<file path="config.mk">
export PLATFORM = sky130hd
export DESIGN_NAME = gate_latch_ctrl
export DESIGN_NICKNAME = d
export VERILOG_FILES = /design/src/rtl/gdl_pkg.sv /design/src/rtl/gdl_fault_latch.sv /design/src/rtl/gdl_hold_timer.sv /design/src/rtl/gdl_drive_fsm.sv /design/src/rtl/gate_latch_ctrl.sv
export SDC_FILE = /design/constraint.sdc
export NUM_CORES = 1
export LEC_CHECK = 0
export BUFFER_PORTS_ARGS = -buffer_cell sky130_fd_sc_hd__buf_2
export CAP_MARGIN = 5
export CORE_MARGIN = 2
export CORE_UTILIZATION = 50
export DETAILED_ROUTE_END_ITERATION = 8
export GPL_ROUTABILITY_DRIVEN = 0
export PLACE_DENSITY = 0.89
export SETUP_SLACK_MARGIN = 0.4
export SYNTH_ARGS = -nofsm -noshare
export SYNTH_HDL_FRONTEND = slang
export SYNTH_SLANG_ARGS = --single-unit
</file>
<file path="constraint.sdc">
create_clock -name clk_i -period 2.4 [get_ports clk_i]
set_clock_uncertainty 0.15 [all_clocks]
set_input_delay 0.24 -clock clk_i [delete_from_list [all_inputs] [get_ports clk_i]]
set_output_delay 0.24 -clock clk_i [all_outputs]
set_load 0.03 [all_outputs]
</file>
<file path="src/rtl/gdl_pkg.sv">
package gdl_pkg;
  localparam int unsigned CNT_W = 16;

  typedef enum logic {
    DRV_OFF = 1'b0,
    DRV_ON  = 1'b1
  } drive_e;
endpackage

</file>
<file path="src/rtl/gdl_fault_latch.sv">
module gdl_fault_latch (
  input  logic clk_i,
  input  logic rst_ni,
  input  logic set_i,
  input  logic clr_i,
  output logic held_o
);
  logic held_q;

  // set dominates clear
  always_ff @(posedge clk_i or negedge rst_ni) begin
    if (!rst_ni)     held_q <= 1'b0;
    else if (set_i)  held_q <= 1'b1;
    else if (clr_i)  held_q <= 1'b0;
  end

  assign held_o = held_q;

  p_latch_set_r3: assert property (@(posedge clk_i) disable iff (!rst_ni)
    set_i |=> held_o);
  p_clr_blocked_r4: assert property (@(posedge clk_i) disable iff (!rst_ni)
    (set_i && clr_i) |=> held_o);
  p_clr_ok_r5: assert property (@(posedge clk_i) disable iff (!rst_ni)
    (!set_i && clr_i) |=> !held_o);
endmodule

</file>
<file path="src/rtl/gdl_hold_timer.sv">
module gdl_hold_timer #(
  parameter int unsigned CW = 16
) (
  input  logic          clk_i,
  input  logic          rst_ni,
  input  logic          load_i,
  input  logic [CW-1:0] load_val_i,
  output logic          expired_o
);
  logic [CW-1:0] cnt_q;

  always_ff @(posedge clk_i or negedge rst_ni) begin
    if (!rst_ni)             cnt_q <= '0;
    else if (load_i)         cnt_q <= load_val_i;
    else if (cnt_q != '0)    cnt_q <= cnt_q - CW'(1);
  end

  // last held cycle is the one where cnt==1
  assign expired_o = (cnt_q[CW-1:1] == '0);

  p_countdown_r9: assert property (@(posedge clk_i) disable iff (!rst_ni)
    (!load_i && !expired_o) |=> (cnt_q == $past(cnt_q) - CW'(1)));
  p_load_r9: assert property (@(posedge clk_i) disable iff (!rst_ni)
    load_i |=> (cnt_q == $past(load_val_i)));
endmodule

</file>
<file path="src/rtl/gdl_drive_fsm.sv">
module gdl_drive_fsm
  import gdl_pkg::*;
#(
  parameter int unsigned CW = 16
) (
  input  logic          clk_i,
  input  logic          rst_ni,
  input  logic          cmd_i,
  input  logic          force_off_i,
  input  logic          expired_i,
  input  logic [CW-1:0] min_on_i,
  input  logic [CW-1:0] min_off_i,
  output logic          drive_o,
  output logic          load_o,
  output logic [CW-1:0] load_val_o
);
  drive_e drive_q, drive_d;

  always_comb begin
    drive_d = drive_q;
    unique case (drive_q)
      DRV_ON:  if (force_off_i || (!cmd_i && expired_i)) drive_d = DRV_OFF;
      DRV_OFF: if (!force_off_i && cmd_i && expired_i)   drive_d = DRV_ON;
      default: drive_d = DRV_OFF;
    endcase
  end

  always_ff @(posedge clk_i or negedge rst_ni) begin
    if (!rst_ni) drive_q <= DRV_OFF;
    else         drive_q <= drive_d;
  end

  assign drive_o    = (drive_q == DRV_ON);
  assign load_o     = (drive_d != drive_q);
  assign load_val_o = (drive_d == DRV_ON) ? min_on_i : min_off_i;

  p_hold_off_r7: assert property (@(posedge clk_i) disable iff (!rst_ni)
    (!drive_o && !expired_i) |=> !drive_o);
  p_hold_on_r8: assert property (@(posedge clk_i) disable iff (!rst_ni)
    (drive_o && !expired_i && !force_off_i) |=> drive_o);
  p_apply_r12: assert property (@(posedge clk_i) disable iff (!rst_ni)
    (expired_i && !force_off_i) |=> (drive_o == $past(cmd_i)));
endmodule

</file>
<file path="src/rtl/gate_latch_ctrl.sv">
module gate_latch_ctrl #(
  parameter int unsigned CNT_W = gdl_pkg::CNT_W
) (
  input  logic             clk_i,
  input  logic             rst_ni,
  input  logic             cmd_on_i,
  input  logic             latch_req_i,
  input  logic             clr_req_i,
  input  logic [CNT_W-1:0] min_on_cyc_i,
  input  logic [CNT_W-1:0] min_off_cyc_i,
  output logic             drive_on_o,
  output logic             latch_n_o
);
  logic             held;
  logic             force_off;
  logic             expired;
  logic             load;
  logic [CNT_W-1:0] load_val;

  gdl_fault_latch u_latch (
    .clk_i  (clk_i),
    .rst_ni (rst_ni),
    .set_i  (latch_req_i),
    .clr_i  (clr_req_i),
    .held_o (held)
  );

  // request acts in the same edge as the latch sets
  assign force_off = latch_req_i | held;

  gdl_hold_timer #(.CW(CNT_W)) u_timer (
    .clk_i      (clk_i),
    .rst_ni     (rst_ni),
    .load_i     (load),
    .load_val_i (load_val),
    .expired_o  (expired)
  );

  gdl_drive_fsm #(.CW(CNT_W)) u_fsm (
    .clk_i       (clk_i),
    .rst_ni      (rst_ni),
    .cmd_i       (cmd_on_i),
    .force_off_i (force_off),
    .expired_i   (expired),
    .min_on_i    (min_on_cyc_i),
    .min_off_i   (min_off_cyc_i),
    .drive_o     (drive_on_o),
    .load_o      (load),
    .load_val_o  (load_val)
  );

  assign latch_n_o = ~held;

  p_force_off_r3: assert property (@(posedge clk_i) disable iff (!rst_ni)
    latch_req_i |=> !drive_on_o);
  p_held_off_r6: assert property (@(posedge clk_i) disable iff (!rst_ni)
    !latch_n_o |-> !drive_on_o);
  p_release_r5: assert property (@(posedge clk_i) disable iff (!rst_ni)
    (!latch_n_o && !latch_req_i && clr_req_i) |=> (!drive_on_o && latch_n_o));
endmodule

</file>
==> results.md <==
## Cells and area
- 0.00189 sq mm — final std cell area, no fill
- 0 — antenna cells
- 111 — number of inserted filler cells in the final layout
- 226 — number of nets in the layout
- 58.8% — proportion of layout cells with a drive suffix above 1
- 57.0% — growth of design area from synthesis to finish
- 977 sq um — footprint of the multi-input gates
- 458 sq um — area of all sequential standard cells

## Timing
- true — RSZ-0062 raised after global routing
- 92.7% — period utilization
- 0.826 ns — actual slew at the worst max-slew pin
- 44.5% — Max-Slew Margin vs Limit
- 449 MHz — upper clock frequency limit
- 0 ns — accumulated negative setup slack
- 2.22 ns — final critical-path required period
- 0 — setup violators final
- 0.0521 ns — hold slack
- 0 — Final Slew Violations
- 0 — final number of hold-violating endpoints

## Route
- 5 — Detailed Routing Iterations Pass 1
- 23.7 um — Routed WL per cell
- 5.10 mm — Post-Route WL
- 1500 — via count
- 127 — violation count after the first detailed-route iteration
- 0 — remaining antenna violation count
- 6.98 — Avg Vias per Cell
- 0 — Remaining DRCs

## Worst setup path
- register — Critical Path Source Type
- simple AND/OR/NAND/NOR gates — Crit path max-delay family
- 4 — critical path fanouts, max
- 2.50 ns — required time worst endpoint
- register — endpoint type of the worst setup path
- reg2reg — category of the most critical setup path
- 0.70 ns — Slowest Stage Delay on Critical Path
- 0.18 ns — worst reg2reg setup slack
- u_timer.cnt_q[6] — launch instance of the worst register-to-register path
- nor3_1, nand4_1, xor2_1, o21ai_2, o221a_4 — cell chain of the critical path
- 2.33 ns — CP arrival
- u_timer.cnt_q[13] — R2R Path End
- sky130_fd_sc_hd__nor3_1 — slowest cell on the critical path
- 0 — crit path buf inv count
- 5 — reg2reg path depth

## Power
- 679 mW/mm^2 — Cell Pwr Density
- 0.000859 uW — Leakage
- 1280 uW — overall power
- 0.702 mV — worst supply voltage drop on vdd

## Placed design
- 38 — number of buffers inserted by port buffering
- 2.40 mm — HPWL after detailed placement
- 0.00148 sq mm — Post-Place Cell Area

## Global route
- 19 — pin count of the biggest net entering global routing
- 0 — antenna violations before repair
- 1415 — number of global-route vias before repair
- 35.7% — aggregate global-route resource usage
- 6.98 mm — global-route wire length before repair
- 0 — sum of overflow across all layers after global routing

## Floorplan
- 53.0 um — Die H
- 0.00281 sq mm — area of the die
- 39 — number of I/O pins
- 53.0 um — die width
- 53.8% — effective utilization at floorplan
- 0.00223 sq mm — placeable core region
- 17 — # rows

## Clocking
- sky130_fd_sc_hd__clkbuf_4 — root buffer cell
- 0.11 ns — Clock transition at path regs
- 18 — TritonCTS sink count
- built — clock tree from TritonCTS
- 1 — H-tree depth
- 0.31 ns — later-pin clock latency in the skew report
- 3 — number of clock buffers inserted by TritonCTS
- 2 — clock buffer depth

## Synth
- sky130_fd_sc_hd__dfrtp_1 — cell type with the largest total area after synthesis
- sky130_fd_sc_hd__dfrtp_1 — predominant post-synthesis flop cell
- 0 — Syn. warnings
- 37.5% — share of the synthesized area in the top cell type
- 37.5% — sequential-to-total area share from yosys stat
- 18 — number of flip-flops and latches in the synthesized netlist
- 9.38 sq um — synthesized area divided by synthesized cell count
- sky130_fd_sc_hd__dfrtp_1 38%, sky130_fd_sc_hd__o221a_2 5.6%, sky130_fd_sc_hd__nor4_4 5.3% — synth top area cells
- 0 — EDFF count, synth
- 166 — synthesized netlist net count
- 128 — Post-Syn Instances
- 0.00120 sq mm — post-synthesis cell area
- 100% — fraction of registers with async set or reset after synthesis
- 34 — Unique masters post-synth

## Min path
- u_timer.cnt_q[13] — Hold Crit Endpoint
- 2 — Hold Path Depth
- min_on_cyc_i[13] — startpoint of the tightest hold check path
- in2reg — worst hold-check path type

## Outcome
- finished clean — run status

## Job
- 0 — Max Cap Viol

==> synth_stat cells (all sizes together), types with 3 or more instances <==
cell	n
nand3	6
mux2i	3
nand4	3
or3	3
buf	4
a21oi	9
o21ai	10
xnor2	3
nand2	8
nor3	9
inv	3
xor2	6
o22ai	9
dfrtp	18
nor4	3
nor2	7
o221a	7
==> cells in the final DEF, fill, tap and decap left out, types with 3 or more instances in the layout <==
master	netlist	routed
sky130_fd_sc_hd__a21oi_1	9	7
sky130_fd_sc_hd__buf_2	2	38
sky130_fd_sc_hd__buf_4	0	13
sky130_fd_sc_hd__buf_6	1	4
sky130_fd_sc_hd__clkbuf_4	0	3
sky130_fd_sc_hd__dfrtp_1	18	12
sky130_fd_sc_hd__dfrtp_2	0	6
sky130_fd_sc_hd__dlygate4sd3_1	0	3
sky130_fd_sc_hd__mux2i_1	3	3
sky130_fd_sc_hd__nand2_1	8	7
sky130_fd_sc_hd__nand3_1	6	4
sky130_fd_sc_hd__nor2_1	7	6
sky130_fd_sc_hd__nor3_1	9	6
sky130_fd_sc_hd__nor4_4	3	3
sky130_fd_sc_hd__o21ai_0	10	3
sky130_fd_sc_hd__o21ai_2	0	3
sky130_fd_sc_hd__o221a_4	0	6
sky130_fd_sc_hd__o22ai_2	0	9
sky130_fd_sc_hd__o31a_4	0	3
sky130_fd_sc_hd__xor2_1	6	6
==> power by group <==
group,internal [uW],switching [uW]
Sequential,378,120
Clock,64.9,103
Combinational,324,292
Total,766,515
==> per-layer routing <==
metal | GRT usage, % | vias up | part of all wire [%]
met2 | 61.7 | 134 | 49
met3 | 5.37 | 42 | 9.3
met5 | 0 | - | 0
li1 | - | 610 | -
met4 | 21.8 | 0 | 6.3
met1 | 41.2 | 714 | 35
==> sequential cells by signal, indices dropped and copies added (netlist names) <==
name and flops:
u_timer.cnt_q 16, u_fsm.drive_o 1, u_latch.held_o 1
==> cell families (layout without fill, tap and decap cells) <==
logic type	after synthesis	after routing	share of synthesized area, %
muxes	4	4	3.44
buffers and inverters	9	66	4.58
xor gates and xnor gates	9	9	6.56
adders and majority gates	1	1	1.04
AOI/OAI and AO/OA	41	43	22.9
DFF	18	18	37.5
and+or+nand+nor	46	46	24.0
==> worst max path at each step <==
stage	start	to	slack [ns]	cells after the start
after floorplan	u_timer.cnt_q[0]	u_timer.cnt_q[1]	0.29	7
after global placement	u_timer.cnt_q[4]	u_timer.cnt_q[13]	0.27	4
after detailed placement	u_timer.cnt_q[4]	u_timer.cnt_q[7]	0.13	4
after CTS	u_timer.cnt_q[9]	u_timer.cnt_q[9]	0.38	5
after global routing	u_timer.cnt_q[2]	u_timer.cnt_q[15]	0.20	7
final	u_timer.cnt_q[6]	u_timer.cnt_q[13]	0.18	5
==> final cells by class <==
cell class / instances / area share [%]
Sequential cell: 18 / 24.3
Timing Repair Buffer: 59 / 20.0
Tap cell: 28 / 1.86
Inverter: 3 / 0.597
Multi-Input combinational cell: 103 / 51.8
Clock buffer: 4 / 1.39
==> worst register-to-register path: cells and delay by family, from the launching register on <==
| family | cells | cell delay [ns] |
|---|---|---|
| DFF | 1 | 0.47 |
| and+or+nand+nor | 2 | 0.96 |
| AOI/OAI and AO/OA | 2 | 0.35 |
| xor gates and xnor gates | 1 | 0.23 |
==> through the flow <==
| stage | cells | setup slack (ns) | util [%] |
|---|---|---|---|
| after floorplan | 128 | 0.291 | - |
| after global placement | 194 | 0.275 | 66.3 |
| after detailed placement | 194 | 0.133 | 66.3 |
| after CTS | 214 | 0.375 | 79.2 |
| after global routing | 215 | 0.197 | 84.4 |
| final | 215 | 0.175 | 84.4 |
==> repair_timing <==
action                                  CTS  global route
hold endpoints to repair                 20             0
hold buffers                              3             0
pin swaps                                 9            14
endpoints found under the setup margin   16            16
setup buffers                            11             1
cloned                                    2             0
resized for setup                        35            22
Power figures use the tool's default switching activity.
